## src/rtl/secport_pkg.sv

```systemverilog
package secport_pkg;

  localparam int FLAG_N = 6;

  localparam logic [7:0] CODE_NORMAL = 8'h01;
  localparam logic [7:0] CODE_EOC    = 8'h03;
  localparam logic [7:0] CODE_CANCEL = 8'h22;

  typedef enum logic [1:0] {
    PH_IDLE = 2'd0,
    PH_HDR  = 2'd1,
    PH_BODY = 2'd2,
    PH_TAIL = 2'd3
  } rsp_phase_e;

  // status byte: ibr rdy a2 f0 ibf obf, from bit5 down to bit0
  function automatic logic [FLAG_N-1:0] pack_flags(
    input logic obf, input logic ibf, input logic f0,
    input logic a2,  input logic rdy, input logic ibr);
    return {ibr, rdy, a2, f0, ibf, obf};
  endfunction

  function automatic logic code_is(input logic [7:0] low_byte, input logic [7:0] code);
    return low_byte == code;
  endfunction

endpackage

```

## src/rtl/secport_decode.sv

```systemverilog
module secport_decode #(
  parameter int DATA_W = 8
) (
  input  logic              sel,
  input  logic              wr,
  input  logic              addr,
  input  logic [DATA_W-1:0] wdata,
  output logic              wr_cmd,
  output logic              wr_data,
  output logic              rd_data,
  output logic              cancel
);
  import secport_pkg::*;

  always_comb begin
    wr_cmd  = sel &&  wr &&  addr;
    wr_data = sel &&  wr && !addr;
    rd_data = sel && !wr && !addr;
    cancel  = wr_cmd && code_is(wdata[7:0], CODE_CANCEL);
  end

endmodule

```

## src/rtl/secport_inbound.sv

```systemverilog
module secport_inbound #(
  parameter int DATA_W = 8
) (
  input  logic              clk,
  input  logic              rst_n,
  input  logic              wr_cmd,
  input  logic              wr_data,
  input  logic              cancel,
  input  logic              rsp_fin,
  input  logic [DATA_W-1:0] wdata,
  input  logic              cmd_ready,
  output logic              cmd_valid,
  output logic [DATA_W-1:0] cmd_data,
  output logic              ibf,
  output logic              a2,
  output logic              ibr,
  output logic              rdy,
  output logic              exec_normal,
  output logic              exec_eoc
);
  import secport_pkg::*;

  logic [DATA_W-1:0] hold_q;
  logic ibf_q, a2_q, ibr_q, rdy_q, is_cmd_q;
  logic take_cmd, take_data, exec_now, fwd_done;

  always_comb begin
    take_cmd    = wr_cmd && !cancel && !ibf_q;
    take_data   = wr_data && !ibf_q && ibr_q;
    exec_now    = ibf_q && is_cmd_q;
    exec_normal = exec_now && code_is(hold_q[7:0], CODE_NORMAL);
    exec_eoc    = exec_now && code_is(hold_q[7:0], CODE_EOC);
    cmd_valid   = ibf_q && !is_cmd_q;
    fwd_done    = cmd_valid && cmd_ready;
  end

  always_ff @(posedge clk) begin
    if (!rst_n) begin
      hold_q   <= '0;
      ibf_q    <= 1'b0;
      a2_q     <= 1'b0;
      ibr_q    <= 1'b0;
      rdy_q    <= 1'b1;
      is_cmd_q <= 1'b0;
    end else if (cancel) begin
      ibf_q    <= 1'b0;
      a2_q     <= 1'b1;
      ibr_q    <= 1'b0;
      rdy_q    <= 1'b1;
      is_cmd_q <= 1'b0;
    end else begin
      if (take_cmd) begin
        hold_q   <= wdata;
        ibf_q    <= 1'b1;
        a2_q     <= 1'b1;
        is_cmd_q <= 1'b1;
      end else if (take_data) begin
        hold_q   <= wdata;
        ibf_q    <= 1'b1;
        a2_q     <= 1'b0;
        is_cmd_q <= 1'b0;
      end else if (exec_now) begin
        ibf_q    <= 1'b0;
        is_cmd_q <= 1'b0;
      end else if (fwd_done) begin
        ibf_q    <= 1'b0;
      end
      if (rsp_fin) rdy_q <= 1'b1;
      if (exec_normal) begin
        ibr_q <= 1'b1;
        rdy_q <= 1'b0;
      end
      if (exec_eoc) ibr_q <= 1'b0;
    end
  end

  assign cmd_data = hold_q;
  assign ibf      = ibf_q;
  assign a2       = a2_q;
  assign ibr      = ibr_q;
  assign rdy      = rdy_q;

endmodule

```

## src/rtl/secport_framer.sv

```systemverilog
module secport_framer #(
  parameter int DATA_W = 8
) (
  input  logic              clk,
  input  logic              rst_n,
  input  logic              rsp_valid,
  input  logic [DATA_W-1:0] rsp_data,
  input  logic              rsp_done,
  input  logic              rd_data,
  input  logic              cancel,
  output logic              rsp_ready,
  output logic              obf,
  output logic              f0,
  output logic [DATA_W-1:0] data_q,
  output logic              hdr_load,
  output logic              body_load,
  output logic              tail_load,
  output logic              rsp_fin
);
  import secport_pkg::*;

  rsp_phase_e phase_q;
  logic obf_q, f0_q, done_q;
  logic [DATA_W-1:0] dreg_q;
  logic body_open;

  always_comb begin
    body_open = (phase_q == PH_BODY) && !obf_q;
    hdr_load  = (phase_q == PH_IDLE) && (rsp_valid || rsp_done);
    rsp_ready = body_open;
    body_load = body_open && rsp_valid;
    tail_load = body_open && !rsp_valid && done_q;
    rsp_fin   = (phase_q == PH_TAIL) && rd_data && obf_q;
  end

  always_ff @(posedge clk) begin
    if (!rst_n) begin
      phase_q <= PH_IDLE;
      obf_q   <= 1'b0;
      f0_q    <= 1'b0;
      done_q  <= 1'b0;
      dreg_q  <= '0;
    end else if (cancel) begin
      phase_q <= PH_IDLE;
      obf_q   <= 1'b0;
      f0_q    <= 1'b0;
      done_q  <= 1'b0;
    end else begin
      if (rd_data) obf_q <= 1'b0;
      if (rsp_done && phase_q != PH_TAIL) done_q <= 1'b1;
      case (phase_q)
        PH_IDLE: if (hdr_load) begin
          dreg_q  <= DATA_W'(CODE_NORMAL);
          f0_q    <= 1'b1;
          obf_q   <= 1'b1;
          phase_q <= PH_HDR;
        end
        PH_HDR: if (rd_data && obf_q) begin
          f0_q    <= 1'b0;
          phase_q <= PH_BODY;
        end
        PH_BODY: if (body_load) begin
          dreg_q <= rsp_data;
          obf_q  <= 1'b1;
        end else if (tail_load) begin
          dreg_q  <= DATA_W'(CODE_EOC);
          f0_q    <= 1'b1;
          obf_q   <= 1'b1;
          phase_q <= PH_TAIL;
        end
        PH_TAIL: if (rsp_fin) begin
          f0_q    <= 1'b0;
          done_q  <= 1'b0;
          phase_q <= PH_IDLE;
        end
        default: phase_q <= PH_IDLE;
      endcase
    end
  end

  assign obf    = obf_q;
  assign f0     = f0_q;
  assign data_q = dreg_q;

endmodule

```

## src/rtl/secport_hostif.sv

```systemverilog
module secport_hostif #(
  parameter int DATA_W = 8
) (
  input  logic              clk,
  input  logic              rst_n,
  input  logic              hst_sel,
  input  logic              hst_wr,
  input  logic              hst_addr,
  input  logic [DATA_W-1:0] hst_wdata,
  output logic [DATA_W-1:0] hst_rdata,
  output logic              cmd_valid,
  output logic [DATA_W-1:0] cmd_data,
  input  logic              cmd_ready,
  input  logic              rsp_valid,
  input  logic [DATA_W-1:0] rsp_data,
  output logic              rsp_ready,
  input  logic              rsp_done
);
  import secport_pkg::*;

  localparam int PAD_W = DATA_W - FLAG_N;

  logic ev_wr_cmd, ev_wr_data, ev_rd_data, ev_cancel;
  logic ev_exec_normal, ev_exec_eoc;
  logic ev_hdr_load, ev_body_load, ev_tail_load, ev_rsp_fin;
  logic st_obf, st_ibf, st_f0, st_a2, st_rdy, st_ibr;
  logic [DATA_W-1:0] data_q;
  logic [DATA_W-1:0] status_byte;

  secport_decode #(.DATA_W(DATA_W)) u_dec (
    .sel(hst_sel), .wr(hst_wr), .addr(hst_addr), .wdata(hst_wdata),
    .wr_cmd(ev_wr_cmd), .wr_data(ev_wr_data), .rd_data(ev_rd_data),
    .cancel(ev_cancel)
  );

  secport_inbound #(.DATA_W(DATA_W)) u_in (
    .clk(clk), .rst_n(rst_n),
    .wr_cmd(ev_wr_cmd), .wr_data(ev_wr_data), .cancel(ev_cancel),
    .rsp_fin(ev_rsp_fin), .wdata(hst_wdata), .cmd_ready(cmd_ready),
    .cmd_valid(cmd_valid), .cmd_data(cmd_data),
    .ibf(st_ibf), .a2(st_a2), .ibr(st_ibr), .rdy(st_rdy),
    .exec_normal(ev_exec_normal), .exec_eoc(ev_exec_eoc)
  );

  secport_framer #(.DATA_W(DATA_W)) u_frm (
    .clk(clk), .rst_n(rst_n),
    .rsp_valid(rsp_valid), .rsp_data(rsp_data), .rsp_done(rsp_done),
    .rd_data(ev_rd_data), .cancel(ev_cancel),
    .rsp_ready(rsp_ready), .obf(st_obf), .f0(st_f0), .data_q(data_q),
    .hdr_load(ev_hdr_load), .body_load(ev_body_load),
    .tail_load(ev_tail_load), .rsp_fin(ev_rsp_fin)
  );

  generate
    if (PAD_W > 0) begin : g_pad
      assign status_byte = {{PAD_W{1'b0}},
                            pack_flags(st_obf, st_ibf, st_f0, st_a2, st_rdy, st_ibr)};
    end else begin : g_nopad
      assign status_byte = pack_flags(st_obf, st_ibf, st_f0, st_a2, st_rdy, st_ibr);
    end
  endgenerate

  assign hst_rdata = hst_addr ? status_byte : data_q;

endmodule

```

## config.mk

```make
export PLATFORM = sky130hd
export DESIGN_NAME = secport_hostif
export DESIGN_NICKNAME = d
export VERILOG_FILES = /design/src/rtl/secport_pkg.sv /design/src/rtl/secport_decode.sv /design/src/rtl/secport_inbound.sv /design/src/rtl/secport_framer.sv /design/src/rtl/secport_hostif.sv
export SDC_FILE = /design/constraint.sdc
export NUM_CORES = 1
export LEC_CHECK = 0
export ABC_CLOCK_PERIOD_IN_PS = 1500
export BUFFER_PORTS_ARGS = -buffer_cell sky130_fd_sc_hd__buf_2
export CAP_MARGIN = 20
export CORE_ASPECT_RATIO = 1.25
export CORE_MARGIN = 1
export CORE_UTILIZATION = 45
export CTS_BUF_LIST = sky130_fd_sc_hd__clkbuf_4 sky130_fd_sc_hd__clkbuf_8
export CTS_CLUSTER_SIZE = 28
export DETAILED_ROUTE_END_ITERATION = 16
export PLACE_DENSITY = 0.73
export SLEW_MARGIN = 20
export SYNTH_ARGS = -nofsm -noshare
export SYNTH_HDL_FRONTEND = slang
export SYNTH_SLANG_ARGS = --single-unit
export TNS_END_PERCENT = 30
```

## constraint.sdc

```tcl
create_clock -name clk -period 1.5 [get_ports clk]
set_clock_uncertainty 0.05 [all_clocks]
set_input_delay 0.3 -clock clk [delete_from_list [all_inputs] [get_ports clk]]
set_output_delay 0.3 -clock clk [all_outputs]
set_load 0.02 [all_outputs]
```

==> results of run 1 <==
-- power groups by stage --
stage	Combinational (uW)	Sequential, uW	Clock, uW
CTS	1060	851	372
detailed placement	913	849	0
finish	1160	856	362
floorplan	626	845	0
global placement	868	839	0
global route	1230	862	396
-- cell families after synthesis --
family,synth area share
buffers and inverters,0.02869
AND/OR/NAND/NOR,0.2861
AO/OA/AOI/OAI,0.1543
adder cells (fa/ha/maj),0.04484
multiplexers,0.1130
flip-flops,0.3731
-- how the worst max path moves through the flow --
stage                     start          endpoint  slack (ns)  cells after the start
3_5_place_dp   u_frm.phase_q[0]   u_frm.data_q[7]       -0.22                      6
6_report       u_frm.phase_q[0]         rsp_ready       -0.16                      4
5_1_grt        u_frm.phase_q[0]  u_frm.phase_q[1]       -0.21                      6
4_1_cts        u_frm.phase_q[0]  u_frm.phase_q[1]       -0.17                      6
2_1_floorplan  u_frm.phase_q[1]  u_frm.phase_q[1]       -0.03                      6
3_3_place_gp          rsp_valid  u_frm.phase_q[1]       -0.12                      5
-- placed cells by master (no fill, tap or decap), types with 2 or more instances in the layout --
cell                        n
sky130_fd_sc_hd__a211oi_2   2
sky130_fd_sc_hd__dfxtp_2    3
sky130_fd_sc_hd__ha_2       2
sky130_fd_sc_hd__ha_4       2
sky130_fd_sc_hd__nand2_1   30
sky130_fd_sc_hd__clkbuf_4   4
sky130_fd_sc_hd__buf_6      6
sky130_fd_sc_hd__o21ai_1    8
sky130_fd_sc_hd__o21ai_0    4
sky130_fd_sc_hd__buf_4     20
sky130_fd_sc_hd__o21bai_1   2
sky130_fd_sc_hd__mux2_2     6
sky130_fd_sc_hd__nor2_1     8
sky130_fd_sc_hd__nor4b_4    2
sky130_fd_sc_hd__dfxtp_1   22
sky130_fd_sc_hd__inv_2      2
sky130_fd_sc_hd__a21oi_1    6
sky130_fd_sc_hd__buf_2     36
sky130_fd_sc_hd__mux2i_1    9
sky130_fd_sc_hd__nand3_1   10
sky130_fd_sc_hd__nor2b_1    4
sky130_fd_sc_hd__and3_1     2
-- what timing repair did --
action                     in CTS  in global routing
setup endpoints to repair      27                 28
buffers inserted                4                  1
pin swaps                      10                  9
resized for setup              19                  8
-- routing by layer --
metal	part of all wire	GRT usage
met2	0.55	0.4318
met4	0.022	0.1149
met5	0	0
met1	0.40	0.2282
met3	0.026	0.03095
-- worst min-delay path, delay by kind of cell --
kind,cells,cell delay [ns]
AND/OR/NAND/NOR,1,0.04
multiplexers,1,0.06
buffers and inverters,1,0.09
-- Yosys cell counts, types with 2 or more instances --
master                      n  share of area
sky130_fd_sc_hd__nand2_1   30          0.081
sky130_fd_sc_hd__dfxtp_1   26           0.37
sky130_fd_sc_hd__nand3_1   10          0.036
sky130_fd_sc_hd__mux2i_1    9          0.065
sky130_fd_sc_hd__nor2_1     8          0.022
sky130_fd_sc_hd__o21ai_1    8          0.029
sky130_fd_sc_hd__a21oi_1    6          0.022
sky130_fd_sc_hd__mux2_2     6          0.048
sky130_fd_sc_hd__ha_1       5          0.045
sky130_fd_sc_hd__nor2b_1    5          0.022
sky130_fd_sc_hd__clkbuf_1   4          0.011
sky130_fd_sc_hd__o21ai_0    4          0.014
sky130_fd_sc_hd__inv_1      3         0.0081
sky130_fd_sc_hd__and3_1     2         0.0090
sky130_fd_sc_hd__buf_2      2         0.0072
sky130_fd_sc_hd__nor4b_4    2          0.034
sky130_fd_sc_hd__o21bai_1   2          0.011
sky130_fd_sc_hd__or2_0      2         0.0090
-- cell type report --
type	instances	area [sq um]	share of cell area
Sequential cell	26	528.0	0.2744
Inverter	3	11.26	0.005852
Tap cell	36	45.04	0.02341
Timing Repair Buffer	63	405.4	0.2107
Multi-Input combinational cell	121	898.4	0.4668
Clock buffer	4	36.28	0.01886
-- per-stage QoR --
stage	worst slack (ns)	TNS, ns	utilization	cell area, sq um	hold slack [ns]
floorplan	-0.03398	-0.2840	-	1406	0.3834
global placement	-0.1197	-1.620	0.5956	1754	0.3907
detailed placement	-0.2154	-2.722	0.5956	1754	0.4062
CTS	-0.1700	-1.364	0.6406	1887	0.1426
global route	-0.2135	-2.799	0.6534	1924	0.1298
finish	-0.1553	-1.280	0.6534	1924	0.1501
==> Implementation_results.wiki, run 1 <==
{| class="wikitable"
! Metric !! Value
|-
| Result of the run || finished with violations
|-
| Violations in the final reports || setup timing
|-
| Post-route DRC || 0
|-
| Fraction of final layout cells sized beyond drive strength 1 || 0.4470
|-
| Worst-Skew Late Latency || 0.33 ns
|-
| Number of filler cells placed in the layout || around 260
|-
| Data required time at the worst endpoint || 1.15 ns
|-
| Library cells used by synthesis || 41
|-
| Final count of hold timing violations || 0
|-
| Non-Filler Instances || around 250
|-
| Critical path cell sequence || inv_2, ha_4, and2b_2, buf_6
|-
| Critical path buffers and inverters || 2
|-
| Hold-fix buffers, CTS || 0
|-
| Area added between synthesis and finish || 37.94%
|-
| Core Box Area || 2945 sq um
|-
| Cell family with most CP delay || flip-flops
|-
| Average detailed-routed wire length per instance || 13.96 um
|-
| Clock sinks || 26
|-
| Width of the die || ~52 um
|-
| Full die area || 3328 sq um
|-
| Vias in the first global route || roughly 1,300
|-
| Number of maximum-capacitance constraint violations || 0
|-
| Least setup slack across all paths after layout || -0.1553 ns
|-
| WL final || 3533 um
|-
| Detailed placement HPWL || 2610 um
|-
| Inst Count DP || 244
|-
| Element type at the critical path end || output port
|-
| Critical Path Max Stage Delay || between 0.3 and 0.4 ns
|-
| Total number of vias || 1,359
|-
| Fraction of registers with async set/reset || 0
|-
| Clk pwr share || 0.153
|-
| Global-route wire length before repair || 5554 um
|-
| Total global routing overflow || 0
|-
| Launch instance of the worst min-delay path || rsp_data[2]
|-
| Length in cells of the worst reg-to-reg path || 6
|-
| Net switching share of the total power || 0.3620
|-
| Number of standard-cell rows in the floorplan || 22
|-
| Top FF cell, synth || sky130_fd_sc_hd__dfxtp_1
|-
| Launching element type of the critical path || register
|-
| IR Drop Worst-Case VDD || between 0.7 and 0.8 mV
|-
| Initial Util || 0.4737
|-
| Critical register-to-register path startpoint || u_frm.phase_q[0]
|-
| Number of buffers inserted during clock tree synthesis || 3
|-
| Register-to-register setup slack || -0.13 ns
|-
| CTS clock-pin slew for the worst setup and hold paths || 0.14 ns
|-
| Largest net degree at the start of global routing || 19
|-
| Clock tree from TritonCTS || done
|-
| Boundary pin count || 42
|-
| Final critical-path required period || 1.655 ns
|-
| Number of antenna violations at the first check in global routing || 0
|-
| Starting DRT DRC Count || 17
|-
| Measured slew at the worst slew-check pin || 0.6952 ns
|-
| Hold Crit Class || primary input to register
|-
| Synthesized cell area || about 1400 sq um
|-
| Root Buffer || sky130_fd_sc_hd__clkbuf_4
|-
| Maximum clock frequency || 604.1 MHz
|-
| GP Congestion || 0.7886
|-
| Avg Cell Area, Syn || 8.886 sq um
|-
| Sequential-to-total area share from yosys stat || 0.3731
|-
| Total power consumption of the routed design || roughly 2400 uW
|-
| Final Max Tran Viols || 0
|-
| Number of buffers added on ports || 41
|-
| Crit Path Class || register to output port
|-
| Die Span Y || 64.25 um
|-
| R2R Path End || u_frm.phase_q[1]
|-
| Ys Warns || 0
|-
| Final number of setup-violating endpoints || 14
|-
| Total internal power || around 1500 uW
|-
| Antenna Nets Post-Route || 0
|-
| P per Cell Area || 1234 nW/um^2
|-
| Vias per std cell || 5.372
|-
| Antenna diode count || 0
|-
| Switching Power || 859.6 uW
|-
| Setup repair after global routing missed its margin || true
|-
| Number of enable-type register cells in the synthesized netlist || 0
|-
| Sequential Power Share || 0.361
|-
| Final critical-path share of the clock period || 1.104
|-
| CP Data Arrival Time || 1.31 ns
|-
| H-tree levels || 1
|-
| Slew margin rel. || 0.5365
|-
| First-pass iteration count of the detailed router || 4
|-
| Leakage Power || 0.0008591 uW
|-
| Worst Hold End || u_frm.data_q[2]
|-
| GRT Total Usage || 0.2266
|-
| Worst hold path cell count || 3
|-
| Max Buffers Root-to-Sink || 2
|-
| Combinational group share of total power || 0.487
|-
| Max stage delay cell, worst path || sky130_fd_sc_hd__dfxtp_2
|-
| Maximum fanout encountered on the critical timing path || 5
|-
| Final net count || approximately 250
|-
| Total nets after synthesis || ~190
|-
| Number of flip-flops and latches in the synthesized netlist || 26
|-
| Post-synthesis cell count || 157
|}
Note: power is estimated with default switching activity, not from simulation.
==> run 2: changes to the inputs <==
--- a/config.mk
+++ b/config.mk
@@ -5,7 +5,7 @@
 export SDC_FILE = /design/constraint.sdc
 export NUM_CORES = 1
 export LEC_CHECK = 0
-export ABC_CLOCK_PERIOD_IN_PS = 1500
+export ABC_CLOCK_PERIOD_IN_PS = 1400
 export BUFFER_PORTS_ARGS = -buffer_cell sky130_fd_sc_hd__buf_2
 export CAP_MARGIN = 20
 export CORE_ASPECT_RATIO = 1.25
@@ -19,4 +19,4 @@
 export SYNTH_ARGS = -nofsm -noshare
 export SYNTH_HDL_FRONTEND = slang
 export SYNTH_SLANG_ARGS = --single-unit
-export TNS_END_PERCENT = 30
+export TNS_END_PERCENT = 20
==> constraint.sdc (replaced) <==
create_clock -name clk -period 1.4 [get_ports clk]
set_clock_uncertainty 0.05 [all_clocks]
set_input_delay 0.28 -clock clk [delete_from_list [all_inputs] [get_ports clk]]
set_output_delay 0.28 -clock clk [all_outputs]
set_load 0.02 [all_outputs]
==> Implementation_results.wiki, run 2 (synthesis gave the netlist of run 1 again) <==
{| class="wikitable"
! Metric !! Value
|-
| Result of the run || finished with violations
|-
| Violations in the final reports || setup timing
|-
| R2R Path End || u_frm.phase_q[1]
|-
| Number of buffers added on ports || 41 (unchanged)
|-
| Length in cells of the worst reg-to-reg path || 6 (unchanged)
|-
| Root Buffer || sky130_fd_sc_hd__clkbuf_4
|-
| Vias per std cell || 5.270 (-1.9%)
|-
| Number of antenna violations at the first check in global routing || 0 (unchanged)
|-
| Hold Crit Class || primary input to register
|-
| Final number of setup-violating endpoints || 18 (+4)
|-
| Least setup slack across all paths after layout || -0.2859 ns (-0.1306 ns)
|-
| Slew margin rel. || 0.7257 (+0.1891)
|-
| CTS clock-pin slew for the worst setup and hold paths || 0.15 ns (about the same)
|-
| Hold-fix buffers, CTS || 0 (unchanged)
|-
| CP Data Arrival Time || 1.87 ns (+0.56 ns)
|-
| Vias in the first global route || 1,405 (+6.8%)
|-
| Detailed placement HPWL || 2708 um (+3.7%)
|-
| GP Congestion || 0.8868 (+12%)
|-
| Starting DRT DRC Count || 17 (unchanged)
|-
| Maximum fanout encountered on the critical timing path || 4 (-1)
|-
| Fraction of final layout cells sized beyond drive strength 1 || 0.4682 (+0.02118)
|-
| GRT Total Usage || 0.2304 (+0.003746)
|-
| Maximum clock frequency || 593.2 MHz
|-
| WL final || 3574 um (+1.2%)
|-
| Net switching share of the total power || 0.3593 (-0.002648)
|-
| Number of standard-cell rows in the floorplan || 22 (unchanged)
|-
| Global-route wire length before repair || 5761 um (+3.7%)
|-
| Leakage Power || 0.0008865 uW (+3.2%)
|-
| Number of maximum-capacitance constraint violations || 0 (unchanged)
|-
| P per Cell Area || 1279 nW/um^2 (+3.6%)
|-
| Sequential Power Share || 0.364 (+0.003)
|-
| Area added between synthesis and finish || 42.69%
|-
| Max Buffers Root-to-Sink || 2 (unchanged)
|-
| Most frequent cells in the layout || sky130_fd_sc_hd__buf_2 (38), sky130_fd_sc_hd__nand2_1 (30), sky130_fd_sc_hd__buf_4 (20), sky130_fd_sc_hd__dfxtp_1 (19), sky130_fd_sc_hd__nand3_1 (10)
|-
| H-tree levels || 1 (unchanged)
|-
| IR Drop Worst-Case VDD || 1.068 mV (+35%)
|-
| Setup repair after global routing missed its margin || true
|-
| Combinational group share of total power || 0.481 (-0.006)
|-
| Non-Filler Instances || 256 (+1.2%)
|-
| Total power consumption of the routed design || 2546 uW (+7.2%)
|-
| Post-route DRC || 0 (unchanged)
|-
| Core Box Area || 2945 sq um (unchanged)
|-
| Antenna diode count || 0 (unchanged)
|-
| Measured slew at the worst slew-check pin || 0.4059 ns (-0.2892 ns)
|-
| Width of the die || 51.80 um (unchanged)
|-
| Number of buffers inserted during clock tree synthesis || 3 (unchanged)
|-
| Crit Path Class || register to register
|-
| Register-to-register setup slack || -0.29 ns (-0.16 ns)
|-
| Final critical-path required period || 1.686 ns
|-
| Launching element type of the critical path || register
|-
| Worst-Skew Late Latency || 0.33 ns (about the same)
|-
| Launch instance of the worst min-delay path || rsp_data[7]
|-
| Final critical-path share of the clock period || 1.204
|-
| Average detailed-routed wire length per instance || 13.96 um (about the same)
|-
| Antenna Nets Post-Route || 0 (unchanged)
|-
| Clock sinks || 26 (unchanged)
|-
| Initial Util || 0.4737 (unchanged)
|-
| Total internal power || 1631 uW (+7.7%)
|-
| Largest net degree at the start of global routing || 27 (+8)
|-
| Final net count || 250 (+1.2%)
|-
| Total global routing overflow || 0 (unchanged)
|-
| Full die area || 3328 sq um (unchanged)
|-
| Most common cell after layout, fill and taps aside || sky130_fd_sc_hd__buf_2
|-
| First-pass iteration count of the detailed router || 6 (+2)
|-
| Final Max Tran Viols || 0 (unchanged)
|-
| Inst Count DP || 248 (+1.6%)
|-
| Total number of vias || 1,349 (-0.74%)
|-
| Data required time at the worst endpoint || 1.59 ns (+0.44 ns)
|-
| Worst Hold End || u_frm.data_q[7]
|-
| Die Span Y || 64.25 um (unchanged)
|-
| Final count of hold timing violations || 0 (unchanged)
|-
| Element type at the critical path end || register
|-
| Clock tree from TritonCTS || done
|-
| Critical register-to-register path startpoint || u_frm.phase_q[1]
|-
| Boundary pin count || 42 (unchanged)
|-
| Switching Power || 914.9 uW (+6.4%)
|-
| Clk pwr share || 0.155 (+0.002)
|-
| Worst hold path cell count || 3 (unchanged)
|}
==> run 2: changes by cell type in the layout (fill, tap and decap cells not counted), moves of 2 or more <==
cell	previous run	this run
sky130_fd_sc_hd__inv_2	2	0
sky130_fd_sc_hd__dfxtp_1	22	19
sky130_fd_sc_hd__buf_2	36	38
sky130_fd_sc_hd__dfxtp_2	3	5
==> run 2: layout make-up <==
type                            count  area, sq um
Clock buffer                        4        36.28
Fill cell                         247        954.7
Sequential cell                    26        534.3
Inverter                            3        18.77
Multi-Input combinational cell    121        917.1
Tap cell                           36        45.04
Timing Repair Buffer               66        439.2
==> run 2: worst max-delay path by stage <==
stage / startpoint / endpoint / slack, ns
finish: u_frm.phase_q[1] / u_frm.phase_q[1] / -0.29
detailed placement: rsp_valid / u_frm.phase_q[1] / -0.23
floorplan: u_frm.phase_q[1] / u_frm.phase_q[1] / -0.13
global placement: rsp_valid / u_frm.phase_q[1] / -0.19
global route: u_frm.phase_q[1] / u_frm.phase_q[1] / -0.35
CTS: u_frm.phase_q[1] / rsp_ready / -0.27
==> run 2: worst max-delay path: stages (launching register included) <==
cell	delay, ns
sky130_fd_sc_hd__dfxtp_4	0.38
sky130_fd_sc_hd__buf_12	0.13
sky130_fd_sc_hd__ha_4	0.15
sky130_fd_sc_hd__or2_4	0.27
sky130_fd_sc_hd__a221oi_4	0.32
sky130_fd_sc_hd__mux2i_1	0.26
sky130_fd_sc_hd__nor2_2	0.05
==> run 2: per-stage QoR <==
step	setup slack [ns]	area [sq um]	setup TNS (ns)	utilization	hold slack [ns]
2_1_floorplan	-0.1279	1458	-0.9835	-	0.3674
3_3_place_gp	-0.1941	1836	-1.965	0.6232	0.3913
3_5_place_dp	-0.2344	1836	-2.842	0.6232	0.4074
4_1_cts	-0.2742	1957	-3.370	0.6644	0.1146
5_1_grt	-0.3525	1991	-4.206	0.6759	0.1273
6_report	-0.2859	1991	-3.168	0.6759	0.1212
==> run 2: repair_timing <==
item | in CTS | in global routing
resized for setup | 16 | 6
endpoints found under the setup margin | 20 | 28
pin swaps | 2 | 6
setup buffers | 3 | 1
==> run 2: metal layers <==
metal / up-vias / GRT usage / wire [um]
li1: 676 / - / -
met2: 40 / 0.4286 / 1908
met1: 625 / 0.2322 / 1437
met5: - / 0 / 0
met3: 8 / 0.03333 / 137
met4: 0 / 0.1351 / 91
==> run 2: power groups by stage <==
stage	logic [uW]	registers [uW]	clock network [uW]
2_1_floorplan	746	941	0
3_3_place_gp	1020	934	0
3_5_place_dp	1070	939	0
4_1_cts	1200	921	406
5_1_grt	1310	937	424
6_report	1220	928	394
==> run 3: changes to the inputs <==
--- a/config.mk
+++ b/config.mk
@@ -5,6 +5,7 @@
 export SDC_FILE = /design/constraint.sdc
 export NUM_CORES = 1
 export LEC_CHECK = 0
+export ABC_AREA = 1
 export ABC_CLOCK_PERIOD_IN_PS = 1400
 export BUFFER_PORTS_ARGS = -buffer_cell sky130_fd_sc_hd__buf_2
 export CAP_MARGIN = 20
@@ -14,7 +15,7 @@
 export CTS_BUF_LIST = sky130_fd_sc_hd__clkbuf_4 sky130_fd_sc_hd__clkbuf_8
 export CTS_CLUSTER_SIZE = 28
 export DETAILED_ROUTE_END_ITERATION = 16
-export PLACE_DENSITY = 0.73
+export PLACE_DENSITY = 0.72
 export SLEW_MARGIN = 20
 export SYNTH_ARGS = -nofsm -noshare
 export SYNTH_HDL_FRONTEND = slang
==> Implementation_results.wiki, run 3 <==
{| class="wikitable"
! Metric !! Value
|-
| Antenna Nets Post-Route || 0 (unchanged)
|-
| Slew margin rel. || 0.7070 (-0.01872)
|-
| Final critical-path required period || 1.549 ns (-0.1368 ns)
|-
| Vias per std cell || 4.748 (-9.9%)
|-
| Most frequent cells in the layout || sky130_fd_sc_hd__nand2_1 (62), sky130_fd_sc_hd__buf_2 (38), sky130_fd_sc_hd__nor2_1 (33), sky130_fd_sc_hd__inv_1 (24), sky130_fd_sc_hd__dfxtp_1 (21)
|-
| Final number of setup-violating endpoints || 12 (-6)
|-
| Total number of vias || 1,548 (+15%)
|-
| Violations in the final reports || setup timing
|-
| Basic-gate share of the synthesized area counting and, or, nand and nor cells || 0.4387 (+0.1526)
|-
| Crit Path Class || register to output port
|-
| Result of the run || finished with violations
|-
| Max Buffers Root-to-Sink || 2 (unchanged)
|-
| Die Span Y || 66.99 um (+4.3%)
|-
| Full die area || 3616 sq um (+8.7%)
|-
| Largest area contributor in the synthesized netlist || sky130_fd_sc_hd__dfxtp_1
|-
| Routing usage on met2 || 0.4151 (-0.01345)
|-
| Dpl ws || -0.07695 ns (+0.1574 ns)
|-
| Xor and xnor area share after synthesis || 0 (unchanged)
|-
| Area share of the leading cell type in the synthesized netlist || 0.3424 (-0.03071)
|-
| Total global routing overflow || 0 (unchanged)
|-
| Sequential-to-total area share from yosys stat || 0.3424 (-0.03071)
|-
| Total nets after synthesis || 259 (+39%)
|-
| Worst-Skew Late Latency || 0.27 ns (-0.06 ns)
|-
| Total Neg Setup Slack || -0.9551 ns (+2.213 ns)
|-
| WL final || 3687 um (+3.2%)
|-
| Area added between synthesis and finish || 35.31%
|-
| Launching element type of the critical path || register
|-
| Area fraction in compound gates after synthesis || 0.06667 (-0.08759)
|-
| Hold-fix buffers, CTS || 0 (unchanged)
|-
| Share of cell area taken by muxes after synthesis || 0 (-0.1130)
|-
| Data required time at the worst endpoint || 1.07 ns (-0.52 ns)
|-
| Register-to-register setup slack || -0.09 ns (+0.20 ns)
|-
| Width of the die || 53.99 um (+4.2%)
|-
| Clock tree from TritonCTS || done
|-
| P per Cell Area || 1568 nW/um^2 (+23%)
|-
| Met3 track demand over resource in global routing || 0.04338 (+0.01005)
|-
| Number of antenna violations at the first check in global routing || 0 (unchanged)
|-
| Measured slew at the worst slew-check pin || 0.4350 ns (+0.02902 ns)
|-
| Least setup slack across all paths after layout || -0.1491 ns (+0.1368 ns)
|-
| Busiest layer in global routing || met2
|-
| Maximum fanout encountered on the critical timing path || 2 (-2)
|-
| Final net count || 319 (+28%)
|-
| Initial Util || 0.4717 (-0.002000)
|-
| Fraction of final layout cells sized beyond drive strength 1 || 0.3737 (-0.09448)
|-
| Top FF cell, synth || sky130_fd_sc_hd__dfxtp_1
|-
| IR Drop Worst-Case VDD || 1.064 mV (-0.33%)
|-
| Fraction of registers with async set/reset || 0 (unchanged)
|-
| First-pass iteration count of the detailed router || 4 (-2)
|-
| CP Data Arrival Time || 1.22 ns (-0.65 ns)
|-
| Number of buffers added on ports || 41 (unchanged)
|-
| Met1 Track Usage GR || 0.2483 (+0.01606)
|-
| Library cells used by synthesis || 29 (-29%)
|-
| Critical Path Max Stage Delay || 0.33 ns (-0.05 ns)
|-
| Leakage Power || 0.001073 uW (+21%)
|-
| Synth Area in Adders || 0.04115 (-0.003691)
|-
| Antenna diode count || 0 (unchanged)
|-
| Leading cell type by number of instances after synthesis || sky130_fd_sc_hd__nand2_1
|-
| Synthesized cell area || 1520 sq um (+9.0%)
|-
| CTS clock-pin slew for the worst setup and hold paths || 0.09 ns (-0.06 ns)
|-
| H-tree levels || 1 (unchanged)
|-
| Most common cell after layout, fill and taps aside || sky130_fd_sc_hd__nand2_1
|-
| Number of standard-cell rows in the floorplan || 23 (+4.5%)
|-
| Critical path cell sequence || buf_6, ha_4, buf_6, nand2_2, inv_2, buf_6
|-
| Main combinational cell family by area after synthesis || simple AND/OR/NAND/NOR gates
|-
| Avg Cell Area, Syn || 6.610 sq um (-26%)
|-
| Total power consumption of the routed design || 3226 uW (+27%)
|-
| Cell seen most often among critical-path stages || sky130_fd_sc_hd__buf_6
|-
| Core Box Area || 3223 sq um (+9.4%)
|-
| Clock sinks || 26 (unchanged)
|-
| Hold Crit Class || primary input to register
|-
| Root Buffer || sky130_fd_sc_hd__clkbuf_8
|-
| Maximum clock frequency || 645.5 MHz (+8.8%)
|-
| Final Max Tran Viols || 0 (unchanged)
|-
| Final count of hold timing violations || 0 (unchanged)
|-
| Number of buffers inserted during clock tree synthesis || 3 (unchanged)
|-
| Element type at the critical path end || output port
|-
| Starting DRT DRC Count || 33 (+16)
|-
| Boundary pin count || 42 (unchanged)
|-
| Detailed placement HPWL || 2750 um (+1.6%)
|-
| Post-route DRC || 0 (unchanged)
|-
| Setup repair after global routing missed its margin || true
|-
| Final critical-path share of the clock period || 1.107 (-0.09769)
|-
| Max stage delay cell, worst path || sky130_fd_sc_hd__dfxtp_2
|-
| GRT Total Usage || 0.2302 (about the same)
|-
| Global-route wire length before repair || 6037 um (+4.8%)
|-
| Synth top cells by count || sky130_fd_sc_hd__nand2_1 (64), sky130_fd_sc_hd__nor2_1 (34), sky130_fd_sc_hd__inv_1 (28), sky130_fd_sc_hd__dfxtp_1 (26), sky130_fd_sc_hd__nand4_1 (12)
|-
| Number of filler cells placed in the layout || 327 (+32%)
|-
| Number of flip-flops and latches in the synthesized netlist || 26 (unchanged)
|-
| Most area-consuming cells after synthesis || sky130_fd_sc_hd__dfxtp_1 (34%), sky130_fd_sc_hd__nand2_1 (16%), sky130_fd_sc_hd__nor2_1 (8.4%)
|-
| Number of maximum-capacitance constraint violations || 0 (unchanged)
|-
| Largest net degree at the start of global routing || 16 (-41%)
|-
| Number of enable-type register cells in the synthesized netlist || 0 (unchanged)
|-
| GP Congestion || 0.7813 (-12%)
|-
| Ys Warns || 0 (unchanged)
|-
| Average detailed-routed wire length per instance || 11.31 um (-19%)
|-
| Post-synthesis cell count || 230 (+46%)
|-
| Vias in the first global route || 1,445 (+2.8%)
|}
## run 3: area by class of cell
cell class	instances	area [sq um]	share of cell area
Inverter	34	132.6	0.06448
Sequential cell	26	529.3	0.2573
Multi-Input combinational cell	164	890.9	0.4331
Clock buffer	4	55.05	0.02676
Timing Repair Buffer	61	402.9	0.1959
Tap cell	37	46.29	0.02251
## run 3: cells by family (layout without fill, tap and decap cells)
family	count (synthesis)	in the layout
AO/OA/AOI/OAI	16	16
AND/OR/NAND/NOR	143	143
flip-flops	26	26
buffers and inverters	40	99
adder cells (fa/ha/maj)	5	5
## run 3: repair_timing
action,in CTS,in global routing
endpoints found under the setup margin,15,16
setup buffers,5,0
pin swaps,13,2
resized for setup,24,4
## run 3: path summary, 6_finish.rpt
kind,from,end,cells past startpoint
setup reg to reg,u_frm.phase_q[0],u_frm.data_q[3],8
setup / recovery,u_frm.phase_q[1],rsp_ready,6
hold / removal,hst_wdata[1],u_in.cmd_data[1],3
hold reg to reg,u_frm.f0,u_frm.f0,2
## run 3: per-stage QoR
step                      hold slack, ns  std cells  instance area, sq um    util
after floorplan                   0.3837        230                  1544       -
after global placement            0.4129        317                  1892  0.5870
after detailed placement          0.4261        317                  1892  0.5870
after CTS                         0.2160        326                  2052  0.6366
after global routing              0.2306        326                  2057  0.6382
final                             0.2188        326                  2057  0.6382
## run 3: per-layer routing
layer / vias to the layer above / routed length [um]
met2: 37 / 1834
met1: 667 / 1609
met3: 9 / 154
met4: 0 / 89
li1: 835 / -
met5: - / 0
## run 3: worst max-delay path, delay by kind of cell (launching register included)
kind	cells	cell delay (ns)
buffers and inverters	4	0.38
and+or+nand+nor	1	0.06
adders and majority gates	1	0.16
DFF	1	0.33
## run 3: power by group
| part | switching, uW | leakage, uW | internal (uW) |
|---|---|---|---|
| Clock | 244 | 0.0000288 | 252 |
| Sequential | 128 | 0.000216 | 918 |
| Combinational | 919 | 0.000829 | 765 |
| Total | 1290 | 0.00107 | 1930 |
